`src/rtl/mm_pkg.sv`:
```
package mm_pkg;
   typedef enum logic [1:0] {
      CYC_IDLE  = 2'd0,
      CYC_FETCH = 2'd1,
      CYC_READ  = 2'd2,
      CYC_WRITE = 2'd3
   } cyc_e;

   typedef struct packed {
      logic rom;
      logic scode;
      logic sram;
      logic gram;
      logic xram;
      logic creg;
   } sel_t;
endpackage

```
`src/rtl/mm_cycle_arb.sv`:
```
module mm_cycle_arb
   import mm_pkg::*;
(
   input  logic fetch_stb,
   input  logic rd_stb,
   input  logic wr_stb,
   output cyc_e cyc
);
   always_comb begin
      if (fetch_stb)   cyc = CYC_FETCH;
      else if (wr_stb) cyc = CYC_WRITE;
      else if (rd_stb) cyc = CYC_READ;
      else             cyc = CYC_IDLE;
   end
endmodule

```
`src/rtl/mm_regs.sv`:
```
module mm_regs
   import mm_pkg::*;
#(
   parameter int          ADDR_W    = 16,
   parameter int          DATA_W    = 8,
   parameter int          BANK_W    = 3,
   parameter int          MMC_BIT   = 3,
   parameter logic [15:0] BANK_ADDR = 16'h7FF3,
   parameter logic [15:0] CFG_ADDR  = 16'h7FF4,
   parameter int          BANK_RST  = 0
) (
   input  logic              clk,
   input  logic              rst_n,
   input  cyc_e              cyc,
   input  logic [ADDR_W-1:0] addr,
   input  logic [DATA_W-1:0] wdata,
   output logic [BANK_W-1:0] bank,
   output logic              mmc,
   output logic [DATA_W-1:0] rdata
);
   localparam logic [BANK_W-1:0] BANK_INIT = BANK_W'(BANK_RST);

   logic              hit_bank, hit_cfg;
   logic [DATA_W-1:0] bank_view, cfg_view;
   logic              unused_wdata;

   assign hit_bank     = (addr == ADDR_W'(BANK_ADDR));
   assign hit_cfg      = (addr == ADDR_W'(CFG_ADDR));
   assign unused_wdata = ^wdata;

   always_ff @(posedge clk or negedge rst_n) begin
      if (!rst_n) begin
         bank <= BANK_INIT;
         mmc  <= 1'b0;
      end else if (cyc == CYC_WRITE) begin
         if (hit_bank) bank <= wdata[BANK_W-1:0];
         if (hit_cfg)  mmc  <= wdata[MMC_BIT];
      end
   end

   for (genvar i = 0; i < DATA_W; i++) begin : g_view
      if (i < BANK_W) begin : g_bank_bit
         assign bank_view[i] = bank[i];
      end else begin : g_bank_zero
         assign bank_view[i] = 1'b0;
      end
      if (i == MMC_BIT) begin : g_cfg_bit
         assign cfg_view[i] = mmc;
      end else begin : g_cfg_zero
         assign cfg_view[i] = 1'b0;
      end
   end

   always_comb begin
      rdata = '0;
      if (cyc == CYC_READ) begin
         if (hit_bank)     rdata = bank_view;
         else if (hit_cfg) rdata = cfg_view;
      end
   end
endmodule

```
`src/rtl/mm_code_dec.sv`:
```
module mm_code_dec
   import mm_pkg::*;
#(
   parameter int HI_W     = 7,
   parameter bit REMAP_EN = 1'b1
) (
   input  cyc_e            cyc,
   input  logic            ext_access,
   input  logic            mmc,
   input  logic [HI_W-1:0] hi_field,
   output logic            rom,
   output logic            scode
);
   logic scratch_hit;

   if (REMAP_EN) begin : g_remap
      assign scratch_hit = ext_access && mmc && (hi_field == '0);
   end else begin : g_no_remap
      logic unused_remap;
      assign unused_remap = ext_access ^ mmc ^ (^hi_field);
      assign scratch_hit  = 1'b0;
   end

   always_comb begin
      rom   = 1'b0;
      scode = 1'b0;
      if (cyc == CYC_FETCH) begin
         if (scratch_hit) scode = 1'b1;
         else             rom   = 1'b1;
      end
   end
endmodule

```
`src/rtl/mm_data_dec.sv`:
```
module mm_data_dec
   import mm_pkg::*;
#(
   parameter int         PAGE_W  = 8,
   parameter logic [7:0] CREG_PG = 8'h7F,
   parameter logic [7:0] GRAM_PG = 8'h7E,
   parameter logic [7:0] SRAM_PG = 8'h7D
) (
   input  cyc_e              cyc,
   input  logic              mmc,
   input  logic [PAGE_W-1:0] page,
   output sel_t              sel
);
   logic is_data;
   assign is_data = (cyc == CYC_READ) || (cyc == CYC_WRITE);

   always_comb begin
      sel = '0;
      if (is_data) begin
         if (page[PAGE_W-1]) begin
            sel.rom = (cyc == CYC_READ);
         end else if (page == PAGE_W'(CREG_PG)) begin
            sel.creg = 1'b1;
         end else if (page == PAGE_W'(GRAM_PG)) begin
            sel.gram = 1'b1;
         end else if (page == PAGE_W'(SRAM_PG) && !mmc) begin
            sel.sram = 1'b1;
         end else begin
            sel.xram = 1'b1;
         end
      end
   end
endmodule

```
`src/rtl/mcu_memmap_decoder.sv`:
```
module mcu_memmap_decoder
   import mm_pkg::*;
#(
   parameter int          ADDR_W    = 16,
   parameter int          DATA_W    = 8,
   parameter int          BANK_W    = 3,
   parameter int          MMC_BIT   = 3,
   parameter int          BANK_RST  = 0,
   parameter bit          REMAP_EN  = 1'b1,
   parameter logic [15:0] BANK_ADDR = 16'h7FF3,
   parameter logic [15:0] CFG_ADDR  = 16'h7FF4,
   parameter logic [7:0]  CREG_PG   = 8'h7F,
   parameter logic [7:0]  GRAM_PG   = 8'h7E,
   parameter logic [7:0]  SRAM_PG   = 8'h7D,
   localparam int         WIN_W     = ADDR_W - 1,
   localparam int         ROM_AW    = BANK_W + WIN_W
) (
   input  logic              clk,
   input  logic              rst_n,
   input  logic              ext_access,
   input  logic              fetch_stb,
   input  logic              rd_stb,
   input  logic              wr_stb,
   input  logic [ADDR_W-1:0] bus_addr,
   input  logic [DATA_W-1:0] wdata,
   output logic              rom_sel,
   output logic [ROM_AW-1:0] rom_addr,
   output logic              scratch_code_sel,
   output logic              scratch_ram_sel,
   output logic              gram_sel,
   output logic              xram_sel,
   output logic              creg_sel,
   output logic [DATA_W-1:0] creg_rdata
);
   localparam int PAGE_W = 8;
   localparam int HI_W   = WIN_W - PAGE_W;

   if (ADDR_W < 10) begin : g_bad_addr
      $error("ADDR_W must be at least 10");
   end
   if (BANK_W < 1 || BANK_W > DATA_W) begin : g_bad_bank
      $error("BANK_W must lie in 1..DATA_W");
   end
   if (MMC_BIT >= DATA_W) begin : g_bad_mmc
      $error("MMC_BIT must index a data bit");
   end
   if (BANK_RST >= (1 << BANK_W)) begin : g_bad_rst
      $error("BANK_RST does not fit in BANK_W bits");
   end

   cyc_e              cyc;
   logic [BANK_W-1:0] bank;
   logic              mmc;
   logic              code_rom, code_scode;
   sel_t              dsel;

   mm_cycle_arb u_arb (
      .fetch_stb (fetch_stb),
      .rd_stb    (rd_stb),
      .wr_stb    (wr_stb),
      .cyc       (cyc)
   );

   mm_regs #(
      .ADDR_W    (ADDR_W),
      .DATA_W    (DATA_W),
      .BANK_W    (BANK_W),
      .MMC_BIT   (MMC_BIT),
      .BANK_ADDR (BANK_ADDR),
      .CFG_ADDR  (CFG_ADDR),
      .BANK_RST  (BANK_RST)
   ) u_regs (
      .clk   (clk),
      .rst_n (rst_n),
      .cyc   (cyc),
      .addr  (bus_addr),
      .wdata (wdata),
      .bank  (bank),
      .mmc   (mmc),
      .rdata (creg_rdata)
   );

   mm_code_dec #(
      .HI_W     (HI_W),
      .REMAP_EN (REMAP_EN)
   ) u_code (
      .cyc        (cyc),
      .ext_access (ext_access),
      .mmc        (mmc),
      .hi_field   (bus_addr[WIN_W-1:PAGE_W]),
      .rom        (code_rom),
      .scode      (code_scode)
   );

   mm_data_dec #(
      .PAGE_W  (PAGE_W),
      .CREG_PG (CREG_PG),
      .GRAM_PG (GRAM_PG),
      .SRAM_PG (SRAM_PG)
   ) u_data (
      .cyc  (cyc),
      .mmc  (mmc),
      .page (bus_addr[ADDR_W-1 -: PAGE_W]),
      .sel  (dsel)
   );

   assign rom_addr         = {bank, bus_addr[WIN_W-1:0]};
   assign rom_sel          = code_rom | dsel.rom;
   assign scratch_code_sel = code_scode;
   assign scratch_ram_sel  = dsel.sram;
   assign gram_sel         = dsel.gram;
   assign xram_sel         = dsel.xram;
   assign creg_sel         = dsel.creg;
   logic unused_dsel;
   assign unused_dsel = dsel.scode;
endmodule

```
`config.mk`:
```
export PLATFORM = sky130hd
export DESIGN_NAME = mcu_memmap_decoder
export DESIGN_NICKNAME = d
export VERILOG_FILES = /design/src/rtl/mm_pkg.sv /design/src/rtl/mm_cycle_arb.sv /design/src/rtl/mm_regs.sv /design/src/rtl/mm_code_dec.sv /design/src/rtl/mm_data_dec.sv /design/src/rtl/mcu_memmap_decoder.sv
export SDC_FILE = /design/constraint.sdc
export NUM_CORES = 1
export LEC_CHECK = 0
export BUFFER_PORTS_ARGS = -buffer_cell sky130_fd_sc_hd__buf_4
export CORE_UTILIZATION = 30
export DETAILED_ROUTE_END_ITERATION = 7
export PLACE_DENSITY = 0.85
export SLEW_MARGIN = 20
export SYNTH_ARGS = -nofsm -noshare
export SYNTH_HDL_FRONTEND = slang
export SYNTH_SLANG_ARGS = --single-unit
```
`constraint.sdc`:
```
create_clock -name clk -period 1.1 [get_ports clk]
set_input_delay 0.11 -clock clk [delete_from_list [all_inputs] [get_ports clk]]
set_output_delay 0.11 -clock clk [all_outputs]
set_load 0.01 [all_outputs]
```
== Word-level counts from Yosys, hierarchy flattened ==
Index checks and enable logic that the tools add are counted.
Operators by class
  reductions and logical operators: 8
  bitwise operators: 1
  equality and inequality tests: 8
  muxes and demuxes: 21
Operator list (count)
  $eq A16 B15 Y1 const B: 2
  $eq A8 B7 Y1 const B: 3
  $mux W8: 2
  $mux W1: 12
  $mux W4: 3
  $logic_not A7 Y1: 1
  $mux W2: 3
  $eq A2 B2 Y1 const B: 2
  $reduce_and A2 Y1: 2
  $logic_and A1 B1 Y1: 3
  $mux W3: 1
  $eq A2 B1 Y1 const B: 1
  $logic_not A1 Y1: 1
  $logic_or A1 B1 Y1: 1
  $or A1 B1 Y1: 1
Storage, ports and cells
  output and inout bits: 32
  register bits: 4
  bits of input ports: 30

== Depth between registers and ports, before layout ==
Gate-level depths: netlist of the first run.
  depth after elaboration: 7
  depth in mapped cells: 4

== Cells and area by module ==
Synthesis of the first run repeated with hierarchy kept, for this count alone.
Unflattened totals
  cell total of the unflattened synthesis: 68
  area total of the unflattened synthesis: 635.6 µm²
By module, submodules not included
  mm_regs: area each 340.3 µm², times used 1, cells each 30
  mcu_memmap_decoder: area each 118.9 µm², times used 1, cells each 16
  mm_data_dec: area each 111.4 µm², times used 1, cells each 13
  mm_code_dec: area each 48.8 µm², times used 1, cells each 7
  mm_cycle_arb: area each 16.3 µm², times used 1, cells each 2

== Worst setup path before layout of the first run ==
Ideal clock, no wire load.
  kind: input to register
  start: input bus_addr[0]
  end: register u_regs.mmc
  setup time: 128 ps
  setup slack: -185 ps
  stages: 4
  required time: 972 ps
  arrival time: 1157 ps
  buffers on the path: 0
  path through: nand4b_1 -> or4_4 -> nor3b_2 -> mux2_1
On the way
  longest elaborated chain between the ends: 2
RTL lines
  from (decl): RTL line mcu_memmap_decoder.sv:24  | input logic [ADDR_W-1:0] bus_addr,
  $eq A16 B15 Y1: RTL line mm_regs.sv:28  | assign hit_cfg = (addr == ADDR_W'(CFG_ADDR));
  $reduce_and A2 Y1 (no line)
  to (signal assigned): RTL line mm_regs.sv:37  | if (hit_cfg) mmc <= wdata[MMC_BIT];
  to (decl): RTL line mm_regs.sv:18  | output logic mmc,
No other way between the ends.
A chain may end at the register's enable or synchronous reset.

== Final worst setup path of the first run ==
  start: register u_regs.mmc
  end: output rom_sel
On the way
  longest elaborated chain between the ends: 5
RTL lines
  $logic_and A1 B1 Y1 (2 in a row): RTL line mm_code_dec.sv:17  | assign scratch_hit = ext_access && mmc && (hi_field == '0);
  $mux W1: RTL line mm_code_dec.sv:28  | if (scratch_hit) scode = 1'b1;
  $mux W1: RTL line mm_code_dec.sv:27  | if (cyc == CYC_FETCH) begin
  $or A1 B1 Y1: RTL line mcu_memmap_decoder.sv:108  | assign rom_sel = code_rom | dsel.rom;
  to (decl): RTL line mcu_memmap_decoder.sv:26  | output logic rom_sel,
No other way between the ends.

==> results.md, run 1 <==
- Clk sinks: 4
- Largest cells by area after synthesis: buf_4 (25%), dfrtp_1 (18%), mux2_1 (8.0%), nor4_2 (4.4%), nand4b_4 (4.2%)
- CP Class: reg -> out
- Dominant cell by count in the synthesized netlist: buf_4
- Crit. End Element: output pin
- Pwr Density: 491 mW/mm^2
- Post-route setup slack: -0.470 ns
- First-pass GRT wire length: 2.95 mm
- DRC: 0
- Crit path max-delay cell type: or4_4
- WP data arrival: 1.46 ns
- Overall power: 0.644 mW
- Total grt overflow: 0
- Critical path fanouts, max: 2
- Boundary Pins: 62
- P&R area growth vs syn: 133%
- Fin. max-slew vios: 0
- Tot GR Track Use: 0.201
- Hold Crit Class: in -> reg
- Crit path cell chain: inv_2, or4_4, a22o_1, buf_6
- Die Width: 45.3 um
- Final setup fails: 14
- CTS H-tree lvls: 1
- Synth Area in Compound Gates: 0.0333
- Synth Flop Type: dfrtp_1
- Fraction of synthesized area in multiplexers: 0.0800
- Starting Density: 0.323
- Num CTS Buffers: 3
- Clk pin slew, worst setup/hold paths: 0.04 ns
- Unique masters post-synth: 26
- Warnings from Yosys: 0
- Routed WL: 2.07 mm
- Fraction of the mapped netlist area in adder cells: 0
- CP required: 0.99 ns
- Tcrit/Tclk final: 1.43
- Simple-gate portion of the synthesized area: 0.429
- Placer Congestion: 0.666
- Skew-Pair Late Insertion Delay: 0.24 ns
- Max Root-Sink Buffers: 2
- Max-cap violations: 0
- DR pass1 iterations: 4
- Layout cell share with drive strength beyond 1: 0.805
- Die Area: 0.00205 mm^2
- Setup TNS Final: -3.18 ns
- Largest family of logic cells by synthesized area: simple AND/OR/NAND/NOR gates
- Initial DRC count: 4
- Post-synthesis sequential area ratio: 0.178
- Number of global-route vias before repair: 724
- Outcome: complete, but fails checks
- Initial antenna violation count: 0
- Via density: 4.60
- Max Freq: 0.637 GHz
- Final critical-path required period: 1.57 ns
- Failing checks: setup timing
- Core area: 0.00175 mm^2
- Post-synth top area share: 0.253
- Syn Area/Cell: 8.53 um^2
- Synthesized instance count: 66
- Synth top cells by count: buf_4 (19), dfrtp_1 (4), mux2_1 (4)
- Antenna-violating nets left: 0
- Largest net degree at the start of global routing: 7
- Final hold vios: 0
- Crit start category: register
- Antenna Cells: 0
- Final Instance Area: 0.00131 mm^2
- CTS tree: done
- Placed cell area: 0.00104 mm^2
- Mapped cell area: 563 um^2
- Clock Tree Root: clkbuf_4
- RSZ-0062 raised after global routing: yes
- Routed WL per cell: 13.1 um
- Leak: 0.672 nW
- Cell taking the most area after synthesis: buf_4
- Dpl hpwl: 1.53 mm
- Worst path max stage delay: 0.50 ns
- Final #Nets: 165
- # port buffers: 53
- Die Y: 45.3 um
- Post-synth EDFFs: 0
- Post-layout util: 0.751
- Number of core rows: 15
- Vias: 727
- Max VDD drop: 0.526 mV
- Post-Synth XOR/XNOR Area: 0
- #FFs+latches synth: 4
- Fillers: 129
- Share of synthesized registers carrying an async set or reset: 1.00
- Worst Clk Skew: 0 ns
sequential cells by signal, indices dropped and copies added, names as in the netlist:
signal,count
u_regs.bank,3
u_regs.mmc,1
worst max-delay path: cells and delay by family, from the launching register on:
family	cells	cell delay [ns]
AND/OR/NAND/NOR	1	0.50
flip-flops	1	0.35
AO/OA/AOI/OAI	1	0.21
buffers and inverters	2	0.17
area by class of cell:
cell class / count / area (um^2) / area share
clock buffer: 3 / 22.5 / 0.0172
inverter: 3 / 11.3 / 0.00860
multi-input combinational: 43 / 448 / 0.342
sequential: 4 / 100 / 0.0764
tap: 25 / 31.3 / 0.0239
timing repair buffer: 80 / 697 / 0.532
per-stage QoR:
step / worst slack (ns) / cells / hold WS, ns
after CTS: -0.477 / 155 / 0.0828
after global placement: -0.396 / 148 / -0.0938
after detailed placement: -0.386 / 148 / -0.0915
final: -0.470 / 158 / 0.0879
after floorplan: -0.185 / 69 / -0.186
after global routing: -0.522 / 158 / 0.0855
repair_timing:
action / 4_1_cts / 5_1_grt
pin swaps: 11 / 13
setup buffers: 3 / 3
hold buffers: 1 / 0
endpoints found under the setup margin: 14 / 14
resized for setup: 22 / 26
gates cloned: 0 / 0
endpoints found under the hold margin: 4 / 0
cell families (layout without fill, tap and decap cells):
family / count (synthesis) / in the layout
AND/OR/NAND/NOR: 32 / 32
buffers and inverters: 22 / 86
multiplexers: 4 / 4
flip-flops: 4 / 4
AO/OA/AOI/OAI: 3 / 3
other: 1 / 4
cell usage in the layout, fill, tap and decap left out, drive strengths merged, types with 3 or more instances in the layout:
| master | instances |
|---|---|
| and2 | 3 |
| mux2 | 4 |
| inv | 3 |
| clkbuf | 3 |
| nand4 | 3 |
| nor4 | 4 |
| nor2 | 3 |
| conb | 4 |
| nand3b | 3 |
| buf | 79 |
| dfrtp | 4 |
final timing paths:
kind,start,end,slack (ns),cells past startpoint
worst min-delay path,wdata[3],u_regs.mmc$_DFFE_PN0P_,0.09,2
max in group asynchronous,rst_n,u_regs.mmc$_DFFE_PN0P_,0.79,2
worst min register to register,u_regs.mmc$_DFFE_PN0P_,u_regs.mmc$_DFFE_PN0P_,0.51,1
min in group asynchronous,rst_n,u_regs.bank[2]$_DFFE_PN0P_,0.21,2
worst max register to register,u_regs.mmc$_DFFE_PN0P_,u_regs.mmc$_DFFE_PN0P_,0.33,1
worst max-delay path,u_regs.mmc$_DFFE_PN0P_,rom_sel,-0.47,4
power breakdown:
group          leakage, nW  switching [mW]  internal, mW
combinational        0.602           0.125         0.184
sequential          0.0559       0.0000214         0.148
clock               0.0138          0.0640         0.122
metal layers:
layer / wire, um / vias up / track usage
met2: 1140 / 42 / 0.374
met3: 160 / 2 / 0.0480
met1: 751 / 329 / 0.202
met5: 0 / - / 0
li1: - / 354 / -
met4: 18 / 0 / 0.109
(Power assumes the default switching activity.)
==> run 2: changes to the inputs <==
--- a/config.mk
+++ b/config.mk
@@ -5,10 +5,11 @@
 export SDC_FILE = /design/constraint.sdc
 export NUM_CORES = 1
 export LEC_CHECK = 0
-export BUFFER_PORTS_ARGS = -buffer_cell sky130_fd_sc_hd__buf_4
-export CORE_UTILIZATION = 30
+export CORE_AREA = 2 2 39 41
 export DETAILED_ROUTE_END_ITERATION = 7
-export PLACE_DENSITY = 0.85
+export DIE_AREA = 0 0 41 43
+export DONT_BUFFER_PORTS = 1
+export PLACE_DENSITY = 0.69
 export SLEW_MARGIN = 20
 export SYNTH_ARGS = -nofsm -noshare
 export SYNTH_HDL_FRONTEND = slang
==> run 2 against run 1 <==
Compared with the run above: the run still ends with setup timing left; non-clock buffer count down 68; power decreased by 38%; largest cell class is now multi-input combinational cells; final cell count fell by 49%; clock skew unchanged; largest power group is now the clock network; hold slack got worse by 0.078 ns; critical path type unchanged; sequential power hardly changed; register-to-register slack lost 0.08 ns; clock-buffer cell count is the same; setup slack gained 0.098 ns; core utilization is 27 points lower.
==> results.md, run 2 (synthesized netlist as in run 1, its figures left out) <==
- Outcome: complete, but fails checks
- Failing checks: setup timing
- P&R area growth vs syn: 18.4%
- Max Freq: 0.679 GHz
- RSZ-0062 raised after global routing: yes
- Clk sinks: 4
- Total grt overflow: 0
- DRC: 0
- Cell Count, Final, Fillers Out: 81
- Critical path fanouts, max: 2
- CTS H-tree lvls: 1
- Routed WL: 1.22 mm
- Crit. End Element: output pin
- Critical path buffers and inverters: 1
- CP Class: reg -> out
- Die Area: 0.00176 mm^2
- Antenna Cells: 0
- Worst path max stage delay: 0.50 ns
- Crit path max-delay cell type: or4_4
- Delay-heaviest family, CP: simple AND/OR/NAND/NOR gates
- Crit start category: register
- WP data arrival: 1.36 ns
- Boundary Pins: 62
- Max VDD drop: 0.459 mV
- Commonest non-fill, non-tap cells in the layout: buf_4 (8), mux2_1 (4), conb_1 (4), dfrtp_1 (4)
- Final #Nets: 97
- Final Instance Area: 667 um^2
- Leading cell type in the layout, fill and taps excluded: buf_4
- Skew-Pair Late Insertion Delay: 0.23 ns
- Worst Clk Skew: 0 ns
- Tcrit/Tclk final: 1.34
- Largest regs: u_regs.bank: 3 flops, u_regs.mmc: 1 flops
- Tot GR Track Use: 0.152
- # port buffers: 0
- Placed cells: 72
- Placer Congestion: 0.676
- Final critical-path required period: 1.47 ns
- Setup TNS Final: -1.55 ns
- First-pass GRT wire length: 1.78 mm
- Crit path cell chain: inv_2, or4_4, a22o_1
- Clk pin slew, worst setup/hold paths: 0.04 ns
- Starting Density: 0.407
- Vias: 471
- Num CTS Buffers: 3
- Layout cell share with drive strength beyond 1: 0.523
- Hold Crit Class: in -> reg
- Clock Tree Root: clkbuf_4
- CTS tree: done
- Pwr Density: 596 mW/mm^2
- Initial DRC count: 1
- Routed WL per cell: 15.1 um
- R2R Setup Slk: 0.25 ns
- DR pass1 iterations: 2
- Initial antenna violation count: 0
- Fin. max-slew vios: 0
- Core area: 0.00138 mm^2
- Tightest Pin Transition: 0.561 ns
- Via density: 5.81
- Relative slew slack: 0.622
- Post-route setup slack: -0.372 ns
- Number of global-route vias before repair: 461
- CP required: 0.99 ns
- Final hold vios: 0
- Post-layout util: 0.482
- Final setup fails: 7
- Most flops, register: u_regs.bank
- Max reg flops: 3
- Dpl hpwl: 1.01 mm
- Max Root-Sink Buffers: 2
- Placed cell area: 529 um^2
- Die Y: 43 um
- Antenna-violating nets left: 0
- Leak: 0.285 nW
- Number of core rows: 14
- Fillers: 139
- Hold WS: 0.00952 ns
- Max-cap violations: 0
- Largest net degree at the start of global routing: 7
- Die Width: 41 um
==> run 2: worst paths after layout <==
path	depth (start not counted)	startpoint	to
max	3	u_regs.mmc$_DFFE_PN0P_	rom_sel
min reg2reg	1	u_regs.mmc$_DFFE_PN0P_	u_regs.mmc$_DFFE_PN0P_
max in group asynchronous	1	rst_n	u_regs.bank[2]$_DFFE_PN0P_
min in group asynchronous	1	rst_n	u_regs.bank[0]$_DFFE_PN0P_
min	1	wdata[3]	u_regs.mmc$_DFFE_PN0P_
max reg2reg	1	u_regs.bank[1]$_DFFE_PN0P_	u_regs.bank[1]$_DFFE_PN0P_
==> run 2: through the flow <==
| stage | setup WS [ns] | power (mW) |
|---|---|---|
| 4_1_cts | -0.386 | 0.406 |
| 3_5_place_dp | -0.229 | 0.203 |
| 5_1_grt | -0.408 | 0.422 |
| 3_3_place_gp | -0.201 | 0.202 |
| 6_report | -0.372 | 0.398 |
| 2_1_floorplan | -0.185 | 0.257 |
==> run 2: repair_timing <==
action	CTS	global route
gates resized for setup	10	7
hold endpoints to repair	5	0
setup buffers	2	2
setup endpoints to repair	8	9
hold buffers	2	0
pin swaps	4	4
gates cloned	0	0
==> run 2: cell type report <==
class | instances | area (um^2) | area share
sequential | 4 | 100 | 0.150
inverter | 3 | 11.3 | 0.0169
timing repair buffer | 12 | 103 | 0.154
clock buffer | 3 | 22.5 | 0.0338
multi-input combinational | 43 | 410 | 0.615
tap | 16 | 20.0 | 0.0300
==> run 2: metal layers <==
metal  vias up  part of all wire  global-route usage
met3         0              0.11              0.0628
met4         0                 0              0.0800
met2        37              0.55               0.247
met1       223              0.34               0.156
li1        211                 -                   -
met5         -                 0                   0
==> run 2: power by group <==
part | internal (mW) | switching (mW) | total [mW]
Sequential | 0.148 | 0.0000332 | 0.148
Combinational | 0.0367 | 0.0326 | 0.0694
Clock | 0.122 | 0.0584 | 0.180
